===== src/rtl/xpt_serial_cfg.sv =====
module xpt_serial_cfg #(
  parameter int N_IN  = 16,
  parameter int N_OUT = 8
) (
  input  logic                             clk,
  input  logic                             rst_n,
  input  logic                             sclk,
  input  logic                             sdin,
  input  logic                             cs_n,
  input  logic                             mode,
  input  logic                             cfg,
  output logic                             dout,
  output logic [N_OUT-1:0]                 out_en,
  output logic [N_OUT*$clog2(N_IN)-1:0]    out_sel
);
  localparam int SEL_W   = $clog2(N_IN);
  localparam int ENT_W   = SEL_W + 1;
  localparam int CHAIN_W = N_OUT * ENT_W;
  localparam int AW      = $clog2(N_OUT);
  localparam int AFR_W   = AW + ENT_W;
  localparam int CNT_W   = $clog2(AFR_W + 2);

  logic               sclk_q, cfg_q, armed, fmode, pending, dout_q;
  logic [CNT_W-1:0]   cnt;
  logic [AFR_W-1:0]   asr;
  logic [CHAIN_W-1:0] shadow, active;

  wire s_rise   = sclk & ~sclk_q;
  wire s_fall   = ~sclk & sclk_q;
  wire c_rise   = cfg & ~cfg_q;
  wire shift_en = s_fall & armed & ~cs_n & ~fmode;
  wire acap_en  = s_fall & armed & ~cs_n & fmode;
  wire close    = s_rise & armed & cs_n;
  wire commit   = close & fmode & (cnt == CNT_W'(AFR_W));
  wire upd      = shift_en | commit;
  wire [AW-1:0]    a_addr = asr[AFR_W-1 -: AW];
  wire [ENT_W-1:0] a_ent  = asr[ENT_W-1:0];

  always_ff @(posedge clk or negedge rst_n) begin
    if (!rst_n) begin
      sclk_q <= 1'b0;
      cfg_q  <= 1'b0;
    end else begin
      sclk_q <= sclk;
      cfg_q  <= cfg;
    end
  end

  always_ff @(posedge clk or negedge rst_n) begin
    if (!rst_n) begin
      armed <= 1'b0;
      fmode <= 1'b0;
      cnt   <= '0;
      asr   <= '0;
    end else begin
      if (!armed && !cs_n && s_rise) begin
        armed <= 1'b1;
        fmode <= mode;
        cnt   <= '0;
      end else if (close) begin
        armed <= 1'b0;
      end
      if (acap_en) begin
        asr <= {asr[AFR_W-2:0], sdin};
        if (cnt != CNT_W'(AFR_W + 1)) cnt <= cnt + 1'b1;
      end
    end
  end

  always_ff @(posedge clk or negedge rst_n) begin
    if (!rst_n) begin
      shadow <= '0;
      dout_q <= 1'b0;
    end else if (shift_en) begin
      shadow <= {shadow[CHAIN_W-2:0], sdin};
      dout_q <= shadow[CHAIN_W-1];
    end else begin
      for (int k = 0; k < N_OUT; k++)
        if (commit && a_addr == AW'(k)) shadow[k*ENT_W +: ENT_W] <= a_ent;
    end
  end

  always_ff @(posedge clk or negedge rst_n) begin
    if (!rst_n) begin
      active  <= '0;
      pending <= 1'b0;
    end else begin
      if (c_rise && pending) active <= shadow;
      pending <= upd | (pending & ~c_rise);
    end
  end

  assign dout = dout_q;

  for (genvar k = 0; k < N_OUT; k++) begin : g_out
    assign out_en[k]                  = active[k*ENT_W + SEL_W];
    assign out_sel[k*SEL_W +: SEL_W]  = active[k*ENT_W +: SEL_W];
  end

  a_r3_live_hold: assert property (@(posedge clk) disable iff (!rst_n)
    !c_rise |=> ($stable(out_en) && $stable(out_sel)));

  a_r8_no_new_data: assert property (@(posedge clk) disable iff (!rst_n)
    (c_rise && !pending) |=> ($stable(out_en) && $stable(out_sel)));

  a_r4_cs_ignore: assert property (@(posedge clk) disable iff (!rst_n)
    (cs_n && !armed) |=> ($stable(shadow) && $stable(dout)));

  a_r7_discard: assert property (@(posedge clk) disable iff (!rst_n)
    (close && fmode && cnt != CNT_W'(AFR_W)) |=> $stable(shadow));

  a_r9_dout_fall: assert property (@(posedge clk) disable iff (!rst_n)
    !s_fall |=> $stable(dout));

  a_r10_keep_pending: assert property (@(posedge clk) disable iff (!rst_n)
    (c_rise && shift_en) |=> pending);
endmodule


===== config.mk =====
export PLATFORM = sky130hd
export DESIGN_NAME = xpt_serial_cfg
export DESIGN_NICKNAME = d
export VERILOG_FILES = /design/src/rtl/xpt_serial_cfg.sv
export SDC_FILE = /design/constraint.sdc
export NUM_CORES = 1
export LEC_CHECK = 0
export ABC_CLOCK_PERIOD_IN_PS = 2360
export BUFFER_PORTS_ARGS = -buffer_cell sky130_fd_sc_hd__buf_4
export CORE_MARGIN = 1
export CORE_UTILIZATION = 58
export DETAILED_ROUTE_END_ITERATION = 10
export GPL_TIMING_DRIVEN = 0
export PLACE_DENSITY = 0.79
export SKIP_CTS_REPAIR_TIMING = 1
export SLEW_MARGIN = 0
export SYNTH_ARGS = -nofsm -noshare
export SYNTH_HDL_FRONTEND = slang
export SYNTH_SLANG_ARGS = --single-unit

===== constraint.sdc =====
create_clock -name clk -period 2.36 [get_ports clk]
set_input_delay 0.236 -clock clk [delete_from_list [all_inputs] [get_ports clk]]
set_output_delay 0.236 -clock clk [all_outputs]
set_load 0.005 [all_outputs]

# ---- Word level (Yosys, flattened, before mapping)
# Cells that the tools add are included.
dict set report op_classes {
  n_addsub 1
  n_mul 0
  div 0
  order_cmp 0
  eq_ne 9
  shift 0
  mux 14
  n_bitwise 20
  reduce_logical 23
}
# operator count
set ops {}
lappend ops {{two-way mux 40 bit} 1}
lappend ops {{two-way mux 5 bit} 8}
lappend ops {{nonzero test 2 bit} 9}
lappend ops {{bitwise AND 1 bit} 12}
lappend ops {{== test 3 bit, second input constant} 4}
lappend ops {{two-way mux 4 bit} 3}
lappend ops {{logical AND 1 bit} 11}
lappend ops {{== test 3 x 2 -> 1 bit, second input constant} 2}
lappend ops {{NOT 1 bit} 6}
lappend ops {{adder 4 x 1 -> 4 bit, second input constant} 1}
lappend ops {{== test 4 bit, second input constant} 1}
lappend ops {{!= test 4 bit, second input constant} 1}
lappend ops {{== test 3 x 1 -> 1 bit, second input constant} 1}
lappend ops {{zero test 3 bit} 1}
lappend ops {{zero test 1 bit} 2}
lappend ops {{two-way mux 1 bit} 2}
lappend ops {{bitwise OR 1 bit} 2}
dict set report totals {
  reg_bits 98
  latch_bits 0
  mem_bits_rw 0
  romBits 0
  input_bits 7
  elab_cells 84
  memories 0
}

# ---- Depth between registers and ports, before layout
# Gate-level depths: netlist (run 1).
dict set report depth {
  word_depth 9
  ltp_mapped 8
  mapped_depth_nobuf 6
}

# ---- Worst setup path after synthesis (run 1)
# No wires, ideal clock.
dict set report synth_path {
  kind {reg-to-reg}
  start {reg cnt[0]}
  end {reg shadow[15]}
  setup_ns 0.079
  arrival_time_ns 1.628
  required_time_ns 2.281
  slack_ns 0.653
  stages_incl_launch_ff 8
  period_less_slack_ns 1.707
  path_cell_list {dfrtp_1 -> inv_1 -> ha_1 -> nand4_1 -> nor3_2 -> a31o_2 -> buf_2 -> mux2i_1}
}
dict set report synth_between {
  elab_chain_len 4
}
# element line_no
set synth_lines {}
lappend synth_lines {{start, declared} 24} ;# logic [CNT_W-1:0] cnt;
lappend synth_lines {{start signal, assigned} 65} ;# if (cnt != CNT_W'(AFR_W + 1)) cnt <= cnt + 1'b1;
lappend synth_lines {{== test 4 bit} 34} ;# wire commit = close & fmode & (cnt == CNT_W'(AFR_W));
lappend synth_lines {{bitwise AND 1 bit} 34}
lappend synth_lines {{logical AND 1 bit} 79} ;# if (commit && a_addr == AW'(k)) shadow[k*ENT_W +: ENT_W] <= a_ent;
lappend synth_lines {{nonzero test 2 bit (no line)} -}
lappend synth_lines {{end signal, assigned} 75} ;# shadow <= {shadow[CHAIN_W-2:0], sdin};
lappend synth_lines {{end signal, assigned by index} 79}
lappend synth_lines {{end, declared} 26} ;# logic [CHAIN_W-1:0] shadow, active;
# No other way between the ends.
# A chain may end at the register's enable or synchronous reset.

# ---- Final worst setup path (run 1)
dict set report layout_path {
  start {reg cnt[0]}
  end {reg shadow[6]}
}
# The elaborated chain is that of the path after synthesis.

==> impl_metrics.tcl, run 1 <==
set metrics [dict create \
    h-tree-depth 3 \
    ys_seq_elements 98 \
    yosysTopAreaCell "dfrtp_1" \
    finalSetupTns_ns 0 \
    grt_first_pass_wirelength_mm 13.9 \
    post-dp-hpwl_mm 5.58 \
    place_inst 521 \
    fin_crit_ns 2.04 \
    antenna_found_initial 0 \
    place_congestion 0.799 \
    arrival_ns 2.32 \
    grt_max_degree 99 \
    worstPathMaxFanout 5 \
    clk_path_buf_depth 2 \
    drtAntennaViolNets 0 \
    ys_types 32 \
    setup.worst_path.start "cnt[0]" \
    final_cells 539 \
    seq_area_frac_synth 0.584 \
    finalWorstSetupSlack_ns 0.322 \
    worstSetupEndpoint "shadow[6]" \
    skew_ns 0.00816 \
    dr.pass1.iters 4 \
    synth_top_area_share 0.584 \
    r2r-start "cnt[0]" \
    finalMaxSlewViolations 0 \
    seqPwrFrac 0.514 \
    leakagePower_nw 2.48 \
    finalHoldViolCount 0 \
    final_cell_mix "dfrtp_1 (98), buf_4 (47), nand2_1 (44)" \
    fmax_mhz 491 \
    status "finished, final reports clean" \
    hold_class "primary input to register" \
    max_cap_viol_count 0 \
    grt_pass1_vias 2816 \
    max_slew_margin 0.213 \
    insertion_delay_ns 0.36 \
    start_util 0.609 \
    synth_warnings 0 \
    grt_usage 0.244 \
    pre_cts_ws_ns 0.367 \
    critical_path.reg2reg.endpoint "shadow[6]" \
    ioPinCount 48 \
    numCtsBuffers 9 \
    ff2ff_setup_slack_ns 0.32 \
    finalCritPeriodShare 0.864 \
    p_comb_frac 0.274 \
    die_area_sq_um 7590 \
    port-buffer-count 47 \
    rsz0062_at_grt "false" \
    synth_area_per_cell_sq_um 11.1 \
    clkSinkCount 98 \
    ys_top_cells_by_area "dfrtp_1 (58%), mux2i_1 (10%), o21ai_0 (5.0%)" \
    wl_per_cell_microns 15.4 \
    layout-drive-gt1-share 0.217 \
    core_area_sq_um 6910 \
    final_common_cell "dfrtp_1" \
    die_x_microns 87.1 \
    tightest_slew_ns 1.18 \
    viasPerCell 5.35 \
    internal-power_mw 3.55 \
    pwr_density_cell_nw_per_um2 1060 \
    end_kind "register" \
    synth_cells 378 \
    areaGrowthSynthToFinish_pct 16.6 \
    drc 0 \
    ff2ff_path_depth 7 \
    via_count 2884 \
    critPathKind "register to register" \
    overflow 0 \
    peakVddDrop_mv 0.507 \
    syn_area_sq_um 4200 \
    dr.first_iter.drc_count 189 \
    final-setup-viol-count 0 \
    cts_tree "yes" \
    p_switching_mw 1.65 \
    cp-start-kind "register" \
    routed_wl_mm 8.30 \
    die_h_microns 87.1 \
    p_clk_frac 0.211 \
    num_rows 30 \
    cts_root_buffer "clkbuf_8" \
    clk_pin_slew_ns 0.09 \
    diodes 0 \
    switching_share 0.318 \
    syn_nets 388 \
    worstPathRequired_ns 2.65 \
    fin_nets 448 \
]
## synthesized netlist by cell type
cell,number
nor2b_1,2
clkbuf_1,9
buf_2,7
dfrtp_1,98
nor3b_1,1
mux2i_1,42
and2_4,1
a21oi_4,3
inv_1,43
buf_6,3
a21o_1,1
nand3b_1,1
o21ai_0,42
ha_1,3
a211o_1,1
nand4_1,1
buf_1,1
o22ai_1,1
nand2_1,44
a41oi_4,1
and4bb_1,1
a31o_2,4
a21boi_1,5
nor2_1,2
mux2_2,11
nor3_2,1
clkinv_1,1
a21oi_1,40
nor3_1,2
nand2b_1,4
a31oi_4,1
nor4_4,1
## routing by layer
layer | vias up | part of all wire | global-route usage
li1 | 1390 | - | -
met1 | 1416 | 0.47 | 0.330
met2 | 68 | 0.48 | 0.398
met3 | 10 | 0.037 | 0.0427
met4 | 0 | 0.016 | 0.0894
met5 | - | 0 | 0
## layout make-up
cell class / instances / area, sq um
Fill cell: 544 / 2010
Tap cell: 96 / 120
Timing Repair Buffer: 49 / 373
Clock buffer: 10 / 138
Inverter: 44 / 165
Buffer: 20 / 106
Multi-Input combinational cell: 216 / 1480
Clock inverter: 6 / 66.3
Sequential cell: 98 / 2450
## critical path, stage by stage (launching register included)
cell and delay (ns):
dfrtp_1 0.43, inv_1 0.10, ha_1 0.16, nand4_1 0.19, nor3_2 0.43, a31o_2 0.23
buf_2 0.20, mux2i_1 0.22
## sequential cells by signal, summed over array words and instances, names as in the netlist
register / count
active: 40
shadow: 40
asr: 8
cnt: 4
armed: 1
cfg_q: 1
dout: 1
fmode: 1
pending: 1
sclk_q: 1
## cell families after synthesis
group,Yosys count,synth area share
AO/OA/AOI/OAI,99,0.143
AND/OR/NAND/NOR,61,0.0700
multiplexers,53,0.130
flip-flops,98,0.584
adder cells (fa/ha/maj),3,0.00893
buffers and inverters,64,0.0646
## worst min-delay path by stage
stage | from | to | slack [ns] | cells after the start
finish | mode | fmode | 0.08 | 3
global route | cs_n | armed | 0.08 | 2
CTS | sclk | sclk_q | -0.02 | 1
detailed placement | sclk | sclk_q | 0.37 | 1
global placement | sclk | sclk_q | 0.36 | 1
floorplan | rst_n | active[0] | -0.06 | 0
## power groups by stage
stage | Sequential, mW | Combinational, mW | Clock [mW]
final | 2.68 | 1.43 | 1.10
after global routing | 2.75 | 1.62 | 1.18
after CTS | 2.68 | 1.44 | 1.11
after detailed placement | 2.71 | 1.43 | 0
after global placement | 2.67 | 1.38 | 0
after floorplan | 2.66 | 0.701 | 0
## stage by stage
stage               utilization  instance area [sq um]  total power [mW]  hold slack, ns
floorplan                     -                   4200              3.37         -0.0596
global placement          0.677                   4680              4.05           0.360
detailed placement        0.677                   4680              4.14           0.365
CTS                       0.707                   4880              5.23         -0.0202
global route              0.709                   4900              5.55          0.0770
finish                    0.709                   4900              5.20          0.0830
No activity file was read; power rests on OpenSTA's default activity.
==> inputs of run 2 (changes only) <==
--- a/config.mk
+++ b/config.mk
@@ -13,2 +13,3 @@
 export GPL_TIMING_DRIVEN = 0
+export MAX_ROUTING_LAYER = met4
 export PLACE_DENSITY = 0.79
--- a/constraint.sdc
+++ b/constraint.sdc
@@ -3,2 +3,2 @@
 set_output_delay 0.236 -clock clk [all_outputs]
-set_load 0.005 [all_outputs]
+set_load 0.1 [all_outputs]
==> impl_metrics.tcl, run 2 (synthesized netlist as in run 1, its figures left out) <==
set metrics [dict create \
    status "finished, final reports clean" \
    wl_per_cell_microns 15.5 \
    grt_first_pass_wirelength_mm 13.9 \
    hold_depth 3 \
    core_area_sq_um 6910 \
    ioPinCount 48 \
    ff2ff_setup_slack_ns 0.31 \
    cp_slowest_cell "nor3_2" \
    crit_chain "inv_1, ha_1, nand4_1, nor3_2, a31o_2, buf_2, mux2i_1" \
    grt_usage 0.251 \
    die_x_microns 87.1 \
    diodes 0 \
    clk_path_buf_depth 2 \
    post-dp-hpwl_mm 5.58 \
    port-buffer-count 47 \
    worstPathMaxFanout 5 \
    hold_class "primary input to register" \
    r2r-start "cnt[0]" \
    max_cap_viol_count 0 \
    areaGrowthSynthToFinish_pct 16.6 \
    fin_crit_ns 2.05 \
    worstHoldEndpoint "fmode" \
    grt_max_degree 99 \
    final_common_cell "dfrtp_1" \
    max_slew_margin 0.216 \
    cpPeakStageDelay_ns 0.44 \
    tightest_slew_ns 1.18 \
    worstPathRequired_ns 2.65 \
    drc 0 \
    routed_wl_mm 8.34 \
    final-setup-viol-count 0 \
    critical_path.reg2reg.endpoint "shadow[6]" \
    top_regs "active: 40 flops, shadow: 40 flops, asr: 8 flops" \
    rsz0062_at_grt "false" \
    viasPerCell 5.34 \
    holdCritStartpoint "mode" \
    antenna_found_initial 0 \
    clk_pin_slew_ns 0.09 \
    fin_nets 448 \
    die_area_sq_um 7590 \
    finalCritPeriodShare 0.870 \
    dr.first_iter.drc_count 187 \
    num_rows 30 \
    fmax_mhz 487 \
    cts_tree "yes" \
    overflow 0 \
    final_cell_mix "dfrtp_1 (98), buf_4 (47), nand2_1 (44)" \
    finalMaxSlewViolations 0 \
    end_kind "register" \
    ff2ff_path_depth 7 \
    arrival_ns 2.35 \
    clkSinkCount 98 \
    place_congestion 0.811 \
    critPathKind "register to register" \
    skew_ns 0.00792 \
    grt_pass1_vias 2814 \
    numCtsBuffers 9 \
    crit_buf_inv 2 \
    drtAntennaViolNets 0 \
    insertion_delay_ns 0.37 \
    finalHoldViolCount 0 \
    dr.pass1.iters 4 \
    cts_root_buffer "clkbuf_8" \
    cp-start-kind "register" \
    finalSetupTns_ns 0 \
    h-tree-depth 3 \
    layout-drive-gt1-share 0.217 \
    via_count 2876 \
    critPathTopFamily "simple AND/OR/NAND/NOR gates" \
    start_util 0.609 \
    die_h_microns 87.1 \
]
-- run 2: cell counts in the layout (fill, tap and decap cells not counted) --
No cell type changed its count.
-- run 2: routing by layer --
metal  vias up  wire (microns)  global-route usage
met4         0             111              0.0894
met3         9             375              0.0427
met2        76            3960               0.397
met5         -               0                   -
li1       1388               -                   -
met1      1403            3890               0.331
-- run 2: through the flow --
step                area [sq um]  hold WS (ns)  worst slack [ns]  utilization  instances
floorplan                   4200       -0.0596             0.653            -        378
global placement            4680         0.360             0.402        0.677        521
detailed placement          4680         0.365             0.367        0.677        521
CTS                         4880       -0.0202             0.333        0.707        537
global route                4900        0.0770             0.186        0.709        539
finish                      4900        0.0788             0.306        0.709        539
-- run 2: worst max path at each step --
stage / startpoint / endpoint / cells past startpoint
2_1_floorplan: cnt[0] / shadow[15] / 7
3_3_place_gp: cnt[0] / shadow[6] / 7
3_5_place_dp: cnt[0] / shadow[7] / 7
4_1_cts: cnt[0] / shadow[7] / 7
5_1_grt: cnt[0] / shadow[7] / 7
6_report: cnt[0] / shadow[6] / 7
-- run 2: cell type report --
cell class	instances	area, sq um
well taps	96	120
plain buffers	20	106
flip-flops and latches	98	2450
inverters	44	165
repair buffers	49	373
fillers	544	2010
clock buffers	10	138
multi-input cells	216	1480
clock inverters	6	66.3
-- run 2: worst register-to-register path, cell delays in order, from the launching register on --
cell     delay [ns]
dfrtp_1        0.43
inv_1          0.10
ha_1           0.16
nand4_1        0.19
nor3_2         0.44
a31o_2         0.23
buf_2          0.20
mux2i_1        0.23
Power of run 2 is left out: the tool's default activity adds up to more than one toggle a clock period on the data nets, which glitch-free logic cannot reach.
==> inputs of run 3 (changes only) <==
Settings changed: ABC_CLOCK_PERIOD_IN_PS 2360 to 2100, CORE_MARGIN 1 to 5, CTS_CLUSTER_SIZE set to 40.
Clock period 2.36 ns to 2.1 ns, I/O delays scaled along.
==> impl_metrics.tcl, run 3 (synthesized netlist as in run 1, its figures left out) <==
set metrics [dict create \
    rsz0062_at_grt "true" \
    finalHoldWorstSlack_ns 0.0497 \
    diodes 0 \
    finalHoldViolCount 0 \
    worstPathMaxFanout 5 \
    clkSinkCount 98 \
    cts_tree "yes" \
    via_count 2870 \
    finalCritPeriodShare 0.958 \
    die_h_microns 95.1 \
    final_cell_mix "dfrtp_1 (98), buf_4 (47), nand2_1 (44)" \
    cts_root_buffer "clkbuf_8" \
    end_kind "register" \
    overflow 0 \
    hold_class "primary input to register" \
    top_regs "active: 40 flops, shadow: 40 flops, asr: 8 flops" \
    core_area_sq_um 7140 \
    worstPathRequired_ns 2.33 \
    num_rows 31 \
    fill_cells 568 \
    h-tree-depth 3 \
    arrival_ns 2.25 \
    antenna_found_initial 0 \
    clk_path_buf_depth 2 \
    clk_pin_slew_ns 0.09 \
    ff2ff_path_depth 6 \
    grt_first_pass_wirelength_mm 14.0 \
    port-buffer-count 47 \
    final-setup-viol-count 0 \
    fin_crit_ns 2.01 \
    layout-drive-gt1-share 0.213 \
    fmax_mhz 497 \
    crit_chain "inv_1, ha_1, nand4_1, nor4_4, a31oi_4, mux2i_1" \
    critPathKind "register to register" \
    numCtsBuffers 9 \
    place_congestion 0.775 \
    max_slew_margin 0.201 \
    areaGrowthSynthToFinish_pct 16.9 \
    grt_usage 0.207 \
    drc 0 \
    cpPeakStageDelay_ns 0.58 \
    drtAntennaViolNets 0 \
    routed_wl_mm 8.44 \
    tightest_slew_ns 1.20 \
    skew_ns 0.00887 \
    viasPerCell 5.30 \
    grt_max_degree 99 \
    grt_pass1_vias 2874 \
    max_cap_viol_count 0 \
    ioPinCount 48 \
    hold_depth 3 \
    post-dp-hpwl_mm 5.81 \
    status "finished, final reports clean" \
    start_util 0.589 \
    insertion_delay_ns 0.36 \
    die_area_sq_um 9050 \
    fin_nets 448 \
    dr.pass1.iters 4 \
    dr.first_iter.drc_count 143 \
    final_common_cell "dfrtp_1" \
    die_x_microns 95.1 \
    cp-start-kind "register" \
    cp_slowest_cell "nor4_4" \
    finalMaxSlewViolations 0 \
    wl_per_cell_microns 15.6 \
]
[run 3: changes by cell type in the layout (fill, tap and decap cells not counted), sizes merged]
| cell | previous run | this run |
|---|---|---|
| clkinv | 3 | 2 |
| bufinv | 1 | 2 |
| clkinvlp | 3 | 2 |
[run 3: final cells by class]
type	count	area [sq um]	share of cell area
flip-flops and latches	98	2450	0.499
multi-input cells	216	1490	0.302
repair buffers	49	373	0.0759
inverters	44	165	0.0336
clock buffers	10	128	0.0260
well taps	99	124	0.0252
plain buffers	20	106	0.0216
clock inverters	5	80.1	0.0163
[run 3: per-stage QoR]
step	util	worst slack [ns]	std cells	instance area, sq um	TNS (ns)
global route	0.688	-0.0918	541	4910	-0.576
global placement	0.656	0.146	524	4680	0
finish	0.688	0.0886	541	4910	0
floorplan	-	0.393	378	4200	0
detailed placement	0.656	0.0994	524	4680	0
CTS	0.685	0.0436	539	4890	0
[run 3: path summary, 6_finish.rpt]
path                       startpoint         end  slack, ns
setup / recovery               cnt[0]  shadow[31]       0.09
min in group asynchronous       rst_n  active[20]       0.08
hold reg to reg            active[24]  active[24]       0.49
hold / removal                   mode       fmode       0.05
max in group asynchronous       rst_n  shadow[10]       1.25
setup reg to reg               cnt[0]  shadow[31]       0.09
[run 3: routing by layer]
layer  share of wire  routed length, microns  vias up  GRT usage
met5               0                       0        -          -
met4          0.0095                      80        0     0.0625
met3           0.041                     345       10     0.0379
met2            0.49                    4150       58      0.324
met1            0.46                    3860     1417      0.277
li1                -                       -     1385          -
[run 3: critical path: cells and delay by family (launching register included)]
kind	cells	cell delay (ns)
simple gates	2	0.82
flops	1	0.43
compound gates	1	0.23
mux	1	0.17
fa+ha+maj	1	0.16
buf+inv	1	0.09
Power of run 3 is left out for the same reason.
